`src/rtl/ptr_pkg.sv`:
```
package ptr_pkg;
  typedef enum logic [3:0] {
    OP_IDLE = 4'd0,
    OP_LBI  = 4'd1,
    OP_LD   = 4'd2,
    OP_X    = 4'd3,
    OP_XIS  = 4'd4,
    OP_XDS  = 4'd5,
    OP_STII = 4'd6,
    OP_CAB  = 4'd7,
    OP_CBA  = 4'd8,
    OP_XABR = 4'd9
  } ptr_op_e;

  typedef enum logic [1:0] {D_HOLD, D_INC, D_DEC, D_LOAD} dig_sel_e;
  typedef enum logic [1:0] {R_HOLD, R_XOR, R_LOAD} row_sel_e;
  typedef enum logic [1:0] {A_MEM, A_DIG, A_ROW} acc_src_e;
endpackage

```
`src/rtl/ptr_decode.sv`:
```
module ptr_decode
  import ptr_pkg::*;
(
  input  logic       op_valid,
  input  logic [3:0] op_code,
  output dig_sel_e   dig_sel,
  output logic       dig_from_acc,
  output row_sel_e   row_sel,
  output logic       row_from_acc,
  output logic       acc_we,
  output acc_src_e   acc_src,
  output logic       mem_we,
  output logic       mem_from_imm,
  output logic       skip_en,
  output logic       lbi_hit
);
  always_comb begin
    dig_sel      = D_HOLD;
    dig_from_acc = 1'b0;
    row_sel      = R_HOLD;
    row_from_acc = 1'b0;
    acc_we       = 1'b0;
    acc_src      = A_MEM;
    mem_we       = 1'b0;
    mem_from_imm = 1'b0;
    skip_en      = 1'b0;
    lbi_hit      = 1'b0;
    if (op_valid) begin
      case (op_code)
        OP_LBI: begin
          dig_sel = D_LOAD;
          row_sel = R_LOAD;
          lbi_hit = 1'b1;
        end
        OP_LD: begin
          acc_we  = 1'b1;
          row_sel = R_XOR;
        end
        OP_X: begin
          acc_we  = 1'b1;
          mem_we  = 1'b1;
          row_sel = R_XOR;
        end
        OP_XIS: begin
          acc_we  = 1'b1;
          mem_we  = 1'b1;
          row_sel = R_XOR;
          dig_sel = D_INC;
          skip_en = 1'b1;
        end
        OP_XDS: begin
          acc_we  = 1'b1;
          mem_we  = 1'b1;
          row_sel = R_XOR;
          dig_sel = D_DEC;
          skip_en = 1'b1;
        end
        OP_STII: begin
          mem_we       = 1'b1;
          mem_from_imm = 1'b1;
          dig_sel      = D_INC;
        end
        OP_CAB: begin
          dig_sel      = D_LOAD;
          dig_from_acc = 1'b1;
        end
        OP_CBA: begin
          acc_we  = 1'b1;
          acc_src = A_DIG;
        end
        OP_XABR: begin
          acc_we       = 1'b1;
          acc_src      = A_ROW;
          row_sel      = R_LOAD;
          row_from_acc = 1'b1;
        end
        default: ;
      endcase
    end
  end
endmodule

```
`src/rtl/ptr_digit_step.sv`:
```
module ptr_digit_step
  import ptr_pkg::*;
#(
  parameter int W = 4
) (
  input  logic [W-1:0] cur,
  input  dig_sel_e     sel,
  input  logic [W-1:0] load_val,
  output logic [W-1:0] nxt,
  output logic         wrap
);
  localparam logic [W-1:0] TOP = {W{1'b1}};
  localparam logic [W-1:0] ONE = {{(W-1){1'b0}}, 1'b1};

  always_comb begin
    nxt  = cur;
    wrap = 1'b0;
    case (sel)
      D_INC: begin
        nxt  = cur + ONE;
        wrap = (cur == TOP);
      end
      D_DEC: begin
        nxt  = cur - ONE;
        wrap = (cur == '0);
      end
      D_LOAD: nxt = load_val;
      default: ;
    endcase
  end
endmodule

```
`src/rtl/ptr_row_step.sv`:
```
module ptr_row_step
  import ptr_pkg::*;
#(
  parameter int W = 2
) (
  input  logic [W-1:0] cur,
  input  row_sel_e     sel,
  input  logic [W-1:0] mask,
  input  logic [W-1:0] load_val,
  output logic [W-1:0] nxt
);
  always_comb begin
    case (sel)
      R_XOR:   nxt = cur ^ mask;
      R_LOAD:  nxt = load_val;
      default: nxt = cur;
    endcase
  end
endmodule

```
`src/rtl/ptr_unit.sv`:
```
module ptr_unit
  import ptr_pkg::*;
#(
  parameter int ROW_W = 2,
  parameter int DIG_W = 4
) (
  input  logic                   clk,
  input  logic                   rst_n,
  input  logic                   op_valid,
  input  logic [3:0]             op_code,
  input  logic [ROW_W-1:0]       op_r,
  input  logic [DIG_W-1:0]       op_d,
  input  logic [DIG_W-1:0]       acc_in,
  input  logic [DIG_W-1:0]       mem_rdata,
  output logic [ROW_W+DIG_W-1:0] ptr_b,
  output logic [ROW_W+DIG_W-1:0] mem_addr,
  output logic                   mem_wr_en,
  output logic [DIG_W-1:0]       mem_wdata,
  output logic                   acc_wr_en,
  output logic [DIG_W-1:0]       acc_wdata,
  output logic                   skip_req,
  output logic                   lbi_flag
);
  localparam int PTR_W = ROW_W + DIG_W;

  logic [ROW_W-1:0] row_q, row_d, row_load;
  logic [DIG_W-1:0] dig_q, dig_d, dig_load;
  logic             dig_wrap;

  dig_sel_e dig_sel;
  row_sel_e row_sel;
  acc_src_e acc_src;
  logic     dig_from_acc, row_from_acc, mem_from_imm, skip_en, lbi_hit;

  ptr_decode u_dec (
    .op_valid    (op_valid),
    .op_code     (op_code),
    .dig_sel     (dig_sel),
    .dig_from_acc(dig_from_acc),
    .row_sel     (row_sel),
    .row_from_acc(row_from_acc),
    .acc_we      (acc_wr_en),
    .acc_src     (acc_src),
    .mem_we      (mem_wr_en),
    .mem_from_imm(mem_from_imm),
    .skip_en     (skip_en),
    .lbi_hit     (lbi_hit)
  );

  assign dig_load = dig_from_acc ? acc_in : op_d;
  assign row_load = row_from_acc ? acc_in[ROW_W-1:0] : op_r;

  ptr_digit_step #(.W(DIG_W)) u_dig (
    .cur     (dig_q),
    .sel     (dig_sel),
    .load_val(dig_load),
    .nxt     (dig_d),
    .wrap    (dig_wrap)
  );

  ptr_row_step #(.W(ROW_W)) u_row (
    .cur     (row_q),
    .sel     (row_sel),
    .mask    (op_r),
    .load_val(row_load),
    .nxt     (row_d)
  );

  always_ff @(posedge clk) begin
    if (!rst_n) begin
      row_q    <= '0;
      dig_q    <= '0;
      skip_req <= 1'b0;
      lbi_flag <= 1'b0;
    end else begin
      row_q    <= row_d;
      dig_q    <= dig_d;
      skip_req <= skip_en & dig_wrap;
      if (op_valid) lbi_flag <= lbi_hit;
    end
  end

  assign ptr_b     = {row_q, dig_q};
  assign mem_addr  = {row_q, dig_q};
  assign mem_wdata = mem_from_imm ? op_d : acc_in;

  always_comb begin
    case (acc_src)
      A_DIG:   acc_wdata = dig_q;
      A_ROW:   acc_wdata = {{(DIG_W-ROW_W){1'b0}}, row_q};
      default: acc_wdata = mem_rdata;
    endcase
  end


  reset_clear_chk: assert property (@(posedge clk)
    !rst_n |=> (ptr_b == '0 && !skip_req && !lbi_flag));


  lbi_load_chk: assert property (@(posedge clk) disable iff (!rst_n)
    (op_valid && op_code == OP_LBI) |=> (lbi_flag && ptr_b == $past({op_r, op_d})));


  skip_source_chk: assert property (@(posedge clk) disable iff (!rst_n)
    skip_req |-> ($past(op_valid) &&
                  ($past(op_code) == OP_XIS || $past(op_code) == OP_XDS)));


  inc_wrap_chk: assert property (@(posedge clk) disable iff (!rst_n)
    (op_valid && op_code == OP_XIS && ptr_b[DIG_W-1:0] == {DIG_W{1'b1}})
      |=> (skip_req && ptr_b[DIG_W-1:0] == '0));


  stii_row_chk: assert property (@(posedge clk) disable iff (!rst_n)
    (op_valid && op_code == OP_STII) |=> (!skip_req && $stable(ptr_b[PTR_W-1:DIG_W])));


  idle_hold_chk: assert property (@(posedge clk) disable iff (!rst_n)
    !op_valid |=> ($stable(ptr_b) && !skip_req));
endmodule

```
`config.mk`:
```
export PLATFORM = sky130hd
export DESIGN_NAME = ptr_unit
export DESIGN_NICKNAME = d
export VERILOG_FILES = /design/src/rtl/ptr_pkg.sv /design/src/rtl/ptr_decode.sv /design/src/rtl/ptr_digit_step.sv /design/src/rtl/ptr_row_step.sv /design/src/rtl/ptr_unit.sv
export SDC_FILE = /design/constraint.sdc
export NUM_CORES = 1
export LEC_CHECK = 0
export BUFFER_PORTS_ARGS = -buffer_cell sky130_fd_sc_hd__buf_2
export CELL_PAD_IN_SITES_DETAIL_PLACEMENT = 1
export CELL_PAD_IN_SITES_GLOBAL_PLACEMENT = 2
export CORE_MARGIN = 3
export CORE_UTILIZATION = 22
export DETAILED_ROUTE_END_ITERATION = 16
export PLACE_DENSITY_LB_ADDON = 0.15
export SLEW_MARGIN = 15
export SYNTH_ARGS = -nofsm -noshare
export SYNTH_HDL_FRONTEND = slang
export SYNTH_SLANG_ARGS = --single-unit
```
`constraint.sdc`:
```
create_clock -name clk -period 3.1 [get_ports clk]
set_clock_uncertainty 0.15 [all_clocks]
set_input_delay 0.93 -clock clk [delete_from_list [all_inputs] [get_ports clk]]
set_output_delay 0.93 -clock clk [all_outputs]
set_load 0.1 [all_outputs]
```
==> run_results.csv, run 1 <==
group,metric,value,unit
logic_synthesis,ys.flop_type,"dfxtp_1",
cts,ctsHoldBuffers,0,
placed_design,hpwlAfterDp,2940,um
grt,grt_start_max_net_pins,10,
drt,routed_wl,3500,um
status,status,"finished with violations",
cells_and_area,n_antenna_cell,0,
floorplanning,dieArea,0.00523,mm2
drt,num_vias,1117,
placed_design,dp.cells,224,
logic_synthesis,ys_ff_latch,8,
timing,fin_crit,3.38,ns
power,switching_share,0.485,
power,p_int,302,uW
cells_and_area,areaGrowthSynthToFinish,81.0,%
timing,hold_violations,0,
power,p_leak,0.821,nW
logic_synthesis,yosysMostFrequentCell,"nand2_1",
timing,fmax,296,MHz
critical_path,crit_type,"in -> out",
timing,fin_crit_sh,1.09,
logic_synthesis,yosys_warnings,0,
critical_path,cp_num_buf_inv,3,
cts,clk_path_buf_depth,2,
logic_synthesis,synth_edf_count,0,
drt,drtIter0Drc,25,
critical_path,crit_fanout,8,
status,violations,"negative setup slack",
logic_synthesis,yosys-top-cells-area,"dfxtp_1, ha_1, buf_4",
drt,drt-pass1-iter-count,4,
critical_path,crit_arrival,2.30,ns
critical_path,cp.required,2.02,ns
timing,fin_hold_ws,0.454,ns
timing,fin_tns_setup,-1.89,ns
worst_hold_path,hold_path.class,"reg -> reg",
logic_synthesis,yosysTopAreaCell,"dfxtp_1",
grt,gr-usage-all-layers,0.140,
critical_path,worst_setup_path_end_kind,"output pin",
cts,h-tree-depth,1,
timing,worstMarginPinSlew,0.487,ns
power,combPwrFrac,0.568,
drt,drc,0,
logic_synthesis,synth_cell_types,41,
floorplanning,dieHeight,72.3,um
timing,setup_slack,-0.282,ns
power,switching_power,284,uW
grt,antenna_found_initial,0,
logic_synthesis,synthesis.area,967,um2
logic_synthesis,synth_common_cells,"nand2_1, inv_1, ha_1",
critical_path,crit_path_max_incr_delay,0.40,ns
critical_path,crit_path_top_delay_cell,"ha_4",
logic_synthesis,syn_area_per_cell,7.68,um2
placed_design,io_buffers,44,
power,power.density,335,mW/mm2
cts,tritoncts,"yes",
timing,finalSetupViolations,8,
logic_synthesis,postSynthCellCount,126,
cells_and_area,nNetsFinal,215,
floorplanning,initial_utilization,0.235,
logic_synthesis,syn_nets,157,
cells_and_area,design_area,0.00175,mm2
cells_and_area,final-instance-count-excl-fill,232,
cts,cts_sinks,8,
drt,drtAntennaViolNets,0,
run,cap_violations,0,
power,vdd_drop_max,137,uV
floorplanning,die_x,72.3,um
cells_and_area,fillers,500,
logic_synthesis,synth-seq-area-share,0.166,
timing,rsz0062_at_grt,"yes",
cts,root_buffer,"clkbuf_8",
timing,slew-limit-headroom,0.677,
floorplanning,row_count,23,
grt,grt_pass1_wl,5830,um
logic_synthesis,synth_top_area_frac,0.166,
cells_and_area,drive_gt1_frac,0.516,
critical_path,cp_cell_sequence,"buf_8, nor3b_4, nand3_2, buf_6, ha_4, nand2_4, o21ai_4, buf_12",
placed_design,pre_cts_ws,-0.382,ns
placed_design,routabilityCongestion,0.753,
grt,gr-total-overflow,0,
placed_design,place_area,0.00157,mm2
floorplanning,ios,45,
power,seq_power_share,0.209,
cts,clk_pin_slew,0.04,ns
cts,cts_buffers,3,
logic_synthesis,async_flop_share,0,
drt,wl_per_cell,15.1,um
power,p_clk_frac,0.222,
cts,clock_latency,0.23,ns
floorplanning,fp.coreArea,0.00412,mm2
critical_path,crit_path_start_kind,"input pin",
grt,grt_pass1_vias,1217,
drt,vias_per_cell,4.81,
critical_path,crit_family,"simple AND/OR/NAND/NOR gates",
timing,finalMaxSlewViolations,0,
-- metal layers --
metal	vias to the layer above	track usage	wire [um]
met1	531	0.171	1430
met5	-	0	0
met3	2	0.0139	139
li1	557	-	-
met2	27	0.262	1900
met4	0	0.0313	23
-- sequential cells by signal, indices dropped and copies added (netlist names) --
signal    cells
dig_q         4
skip_req      1
lbi_flag      1
row_q         2
-- repair_timing --
action | 4_1_cts | 5_1_grt
gates resized for setup | 20 | 6
setup buffers | 4 | 1
setup endpoints to repair | 9 | 9
pin swaps | 7 | 9
-- cells in the final DEF, fill, tap and decap left out, types with 4 or more instances in the layout --
master	synthesis	layout
mux2_4	0	4
dfxtp_1	8	8
buf_12	0	10
o21ai_0	8	4
ha_1	9	5
o21ai_4	0	4
inv_1	11	11
nand2_1	12	6
buf_4	6	15
buf_6	0	4
buf_2	2	30
nand2_4	0	4
nand3_1	6	5
a21oi_1	5	5
-- final timing paths --
path | from | to | slack [ns] | cells past startpoint
min | lbi_flag$_SDFFE_PN0P_ | lbi_flag$_SDFFE_PN0P_ | 0.45 | 3
max reg2reg | dig_q[2]$_SDFFE_PN0P_ | dig_q[3]$_SDFFE_PN0P_ | 1.05 | 5
max | op_code[2] | acc_wdata[2] | -0.28 | 8
min reg2reg | lbi_flag$_SDFFE_PN0P_ | lbi_flag$_SDFFE_PN0P_ | 0.45 | 3
-- layout make-up --
class                   count  area [um2]  share of cell area
well taps                  50        62.6              0.0357
multi-input cells          97         896               0.512
clock buffers               3        41.3              0.0236
inverters                  12        45.0              0.0257
repair buffers             62         546               0.312
flip-flops and latches      8         160              0.0915
-- logic make-up (layout without fill, tap and decap cells) --
kind of cell               count (synthesis)  in the layout  share of synthesized area
and+or+nand+nor                           45             45                      0.263
AOI/OAI and AO/OA                         30             30                      0.204
buffers and inverters                     21             77                      0.107
adders and majority gates                 10             10                      0.137
DFF                                        8              8                      0.166
muxes                                      7              7                     0.0776
xor gates and xnor gates                   5              5                     0.0453
-- metrics by stage --
stage          utilization  power (mW)
2_1_floorplan            -       0.360
3_3_place_gp         0.382       0.440
3_5_place_dp         0.382       0.446
4_1_cts              0.417       0.593
5_1_grt              0.425       0.616
6_report             0.425       0.586
-- power groups by stage --
stage	clock network [mW]	registers, mW	logic, mW
final	0.130	0.123	0.333
after floorplan	0	0.167	0.193
after detailed placement	0	0.125	0.321
after CTS	0.138	0.123	0.332
after global routing	0.142	0.125	0.349
after global placement	0	0.125	0.316
-- tightest hold or removal path: stages, from the launching register on --
cell     delay, ns
dfxtp_1       0.32
nor2b_1       0.13
a21oi_1       0.05
nor2_1        0.08
Note: power is estimated with default switching activity, not from simulation.
==> run 2, diff against run 1 <==
Settings changed: CORE_ASPECT_RATIO set to 1.25.
==> run 2 against run 1 <==
  * The flow still finishes with violations (negative setup slack)
  * Non-clock buffer count shrank 2
  * Worst hold slack worse by 0.011 ns
  * Clock power barely moved
  * Register-to-register slack barely moved
  * Wire length down 4.4%
  * Final cell count increased by 1.7%
  * Sequential cell count did not move
  * Global-route usage fell by 0.56 points
  * Critical endpoint is now acc_wdata[1]
  * Largest power group unchanged
==> run_results.csv, run 2 (synthesis results as in run 1) <==
group,metric,value,unit
floorplanning,die_x,65.3,um
timing,setup_slack,-0.176,ns
drt,drtAntennaViolNets,0,
cells_and_area,layout.cells.most_common_list,"buf_2, buf_4, inv_1, buf_12, dfxtp_1",
run,cap_violations,0,
cts,clk_pin_slew,0.04,ns
floorplanning,row_count,26,
cells_and_area,areaGrowthSynthToFinish,77.5,%
timing,hold_violations,0,
cts,tritoncts,"yes",
grt,grt_pass1_wl,5560,um
cts,root_buffer,"clkbuf_8",
power,power.density,338,mW/mm2
drt,wl_per_cell,14.2,um
grt,grt_start_max_net_pins,10,
cts,ctsHoldBuffers,0,
grt,gr-usage-all-layers,0.134,
drt,vias_per_cell,4.72,
timing,slew-limit-headroom,0.676,
critical_path,crit_type,"in -> out",
floorplanning,dieArea,0.00523,mm2
floorplanning,initial_utilization,0.232,
grt,antenna_found_initial,0,
timing,fin_crit_sh,1.06,
cts,clk_path_buf_depth,2,
placed_design,place_area,0.00157,mm2
timing,fin_crit,3.28,ns
placed_design,hpwlAfterDp,2760,um
cells_and_area,nNetsFinal,213,
cells_and_area,utilization,0.412,
power,vdd_drop_max,124,uV
cells_and_area,drive_gt1_frac,0.511,
cts,h-tree-depth,1,
critical_path,cp.required,2.02,ns
status,violations,"negative setup slack",
cells_and_area,design_area,0.00172,mm2
drt,routed_wl,3340,um
cts,clock_latency,0.23,ns
critical_path,worst_setup_path_end_kind,"output pin",
cells_and_area,final_common_cell,"buf_2",
timing,worstMarginPinSlew,0.490,ns
timing,finalSetupViolations,8,
cells_and_area,largest_reg_flops,4,
drt,num_vias,1113,
critical_path,crit_path_top_delay_cell,"ha_4",
floorplanning,dieHeight,80.1,um
floorplanning,fp.coreArea,0.00416,mm2
placed_design,io_buffers,44,
critical_path,crit_path_max_incr_delay,0.24,ns
floorplanning,ios,45,
cts,cts_buffers,3,
critical_path,crit_fanout,8,
power,p_leak,0.800,nW
drt,drtIter0Drc,24,
critical_path,crit_arrival,2.20,ns
drt,drt-pass1-iter-count,4,
cells_and_area,top_register,"dig_q",
timing,rsz0062_at_grt,"yes",
cts,cts_sinks,8,
placed_design,routabilityCongestion,0.762,
cells_and_area,reg_top3,"dig_q x4, row_q x2",
timing,fmax,305,MHz
drt,drc,0,
grt,grt_pass1_vias,1173,
critical_path,cp_cell_sequence,"buf_8, nor3b_4, nand2_1, nor2_2, buf_4, ha_4, o21ai_4, buf_12",
worst_hold_path,hold_path.class,"reg -> reg",
cells_and_area,n_antenna_cell,0,
timing,finalMaxSlewViolations,0,
grt,gr-total-overflow,0,
critical_path,crit_path_start_kind,"input pin",
status,status,"finished with violations",
==> run 2: final cells by class <==
class	instances	area, um2
Multi-Input combinational cell	97	876
Timing Repair Buffer	60	524
Inverter	12	45.0
Clock buffer	3	41.3
Fill cell	520	2450
Tap cell	56	70.1
Sequential cell	8	160
==> run 2: worst paths after layout <==
path | slack [ns] | start | cells after the start | to
setup / recovery | -0.18 | op_code[1] | 8 | acc_wdata[1]
hold / removal | 0.44 | lbi_flag$_SDFFE_PN0P_ | 3 | lbi_flag$_SDFFE_PN0P_
setup reg to reg | 1.06 | dig_q[2]$_SDFFE_PN0P_ | 5 | dig_q[3]$_SDFFE_PN0P_
hold reg to reg | 0.44 | lbi_flag$_SDFFE_PN0P_ | 3 | lbi_flag$_SDFFE_PN0P_
==> run 2: critical path, delay by kind of cell <==
family,cells,cell delay (ns)
compound gates,1,0.18
fa+ha+maj,1,0.24
buf+inv,3,0.42
simple gates,3,0.43
==> run 2: timing repair <==
action / in CTS / in global routing
setup buffers: 3 / 1
setup endpoints to repair: 8 / 9
pin swaps: 10 / 3
endpoints found under the hold margin: 0 / 0
gates resized for setup: 17 / 3
==> run 2: metrics by stage <==
stage	setup TNS (ns)	power [mW]	hold slack [ns]	instances	setup slack, ns
floorplan	-1.53	0.360	0.853	126	-0.393
global placement	-2.36	0.442	0.430	229	-0.313
detailed placement	-2.52	0.445	0.430	229	-0.339
CTS	-1.24	0.588	0.453	235	-0.199
global route	-1.68	0.611	0.495	236	-0.273
finish	-1.14	0.580	0.443	236	-0.176
==> run 2: per-layer routing <==
metal	GRT usage	routed length, um
met5	0	0
met4	0.0436	25
met1	0.167	1450
met3	0.0210	156
met2	0.234	1710
==> run 2: power by group <==
group,switching [mW],internal (mW),leakage [nW]
logic,0.223,0.104,0.713
clock network,0.0454,0.0846,0.0216
registers,0.0133,0.110,0.0651
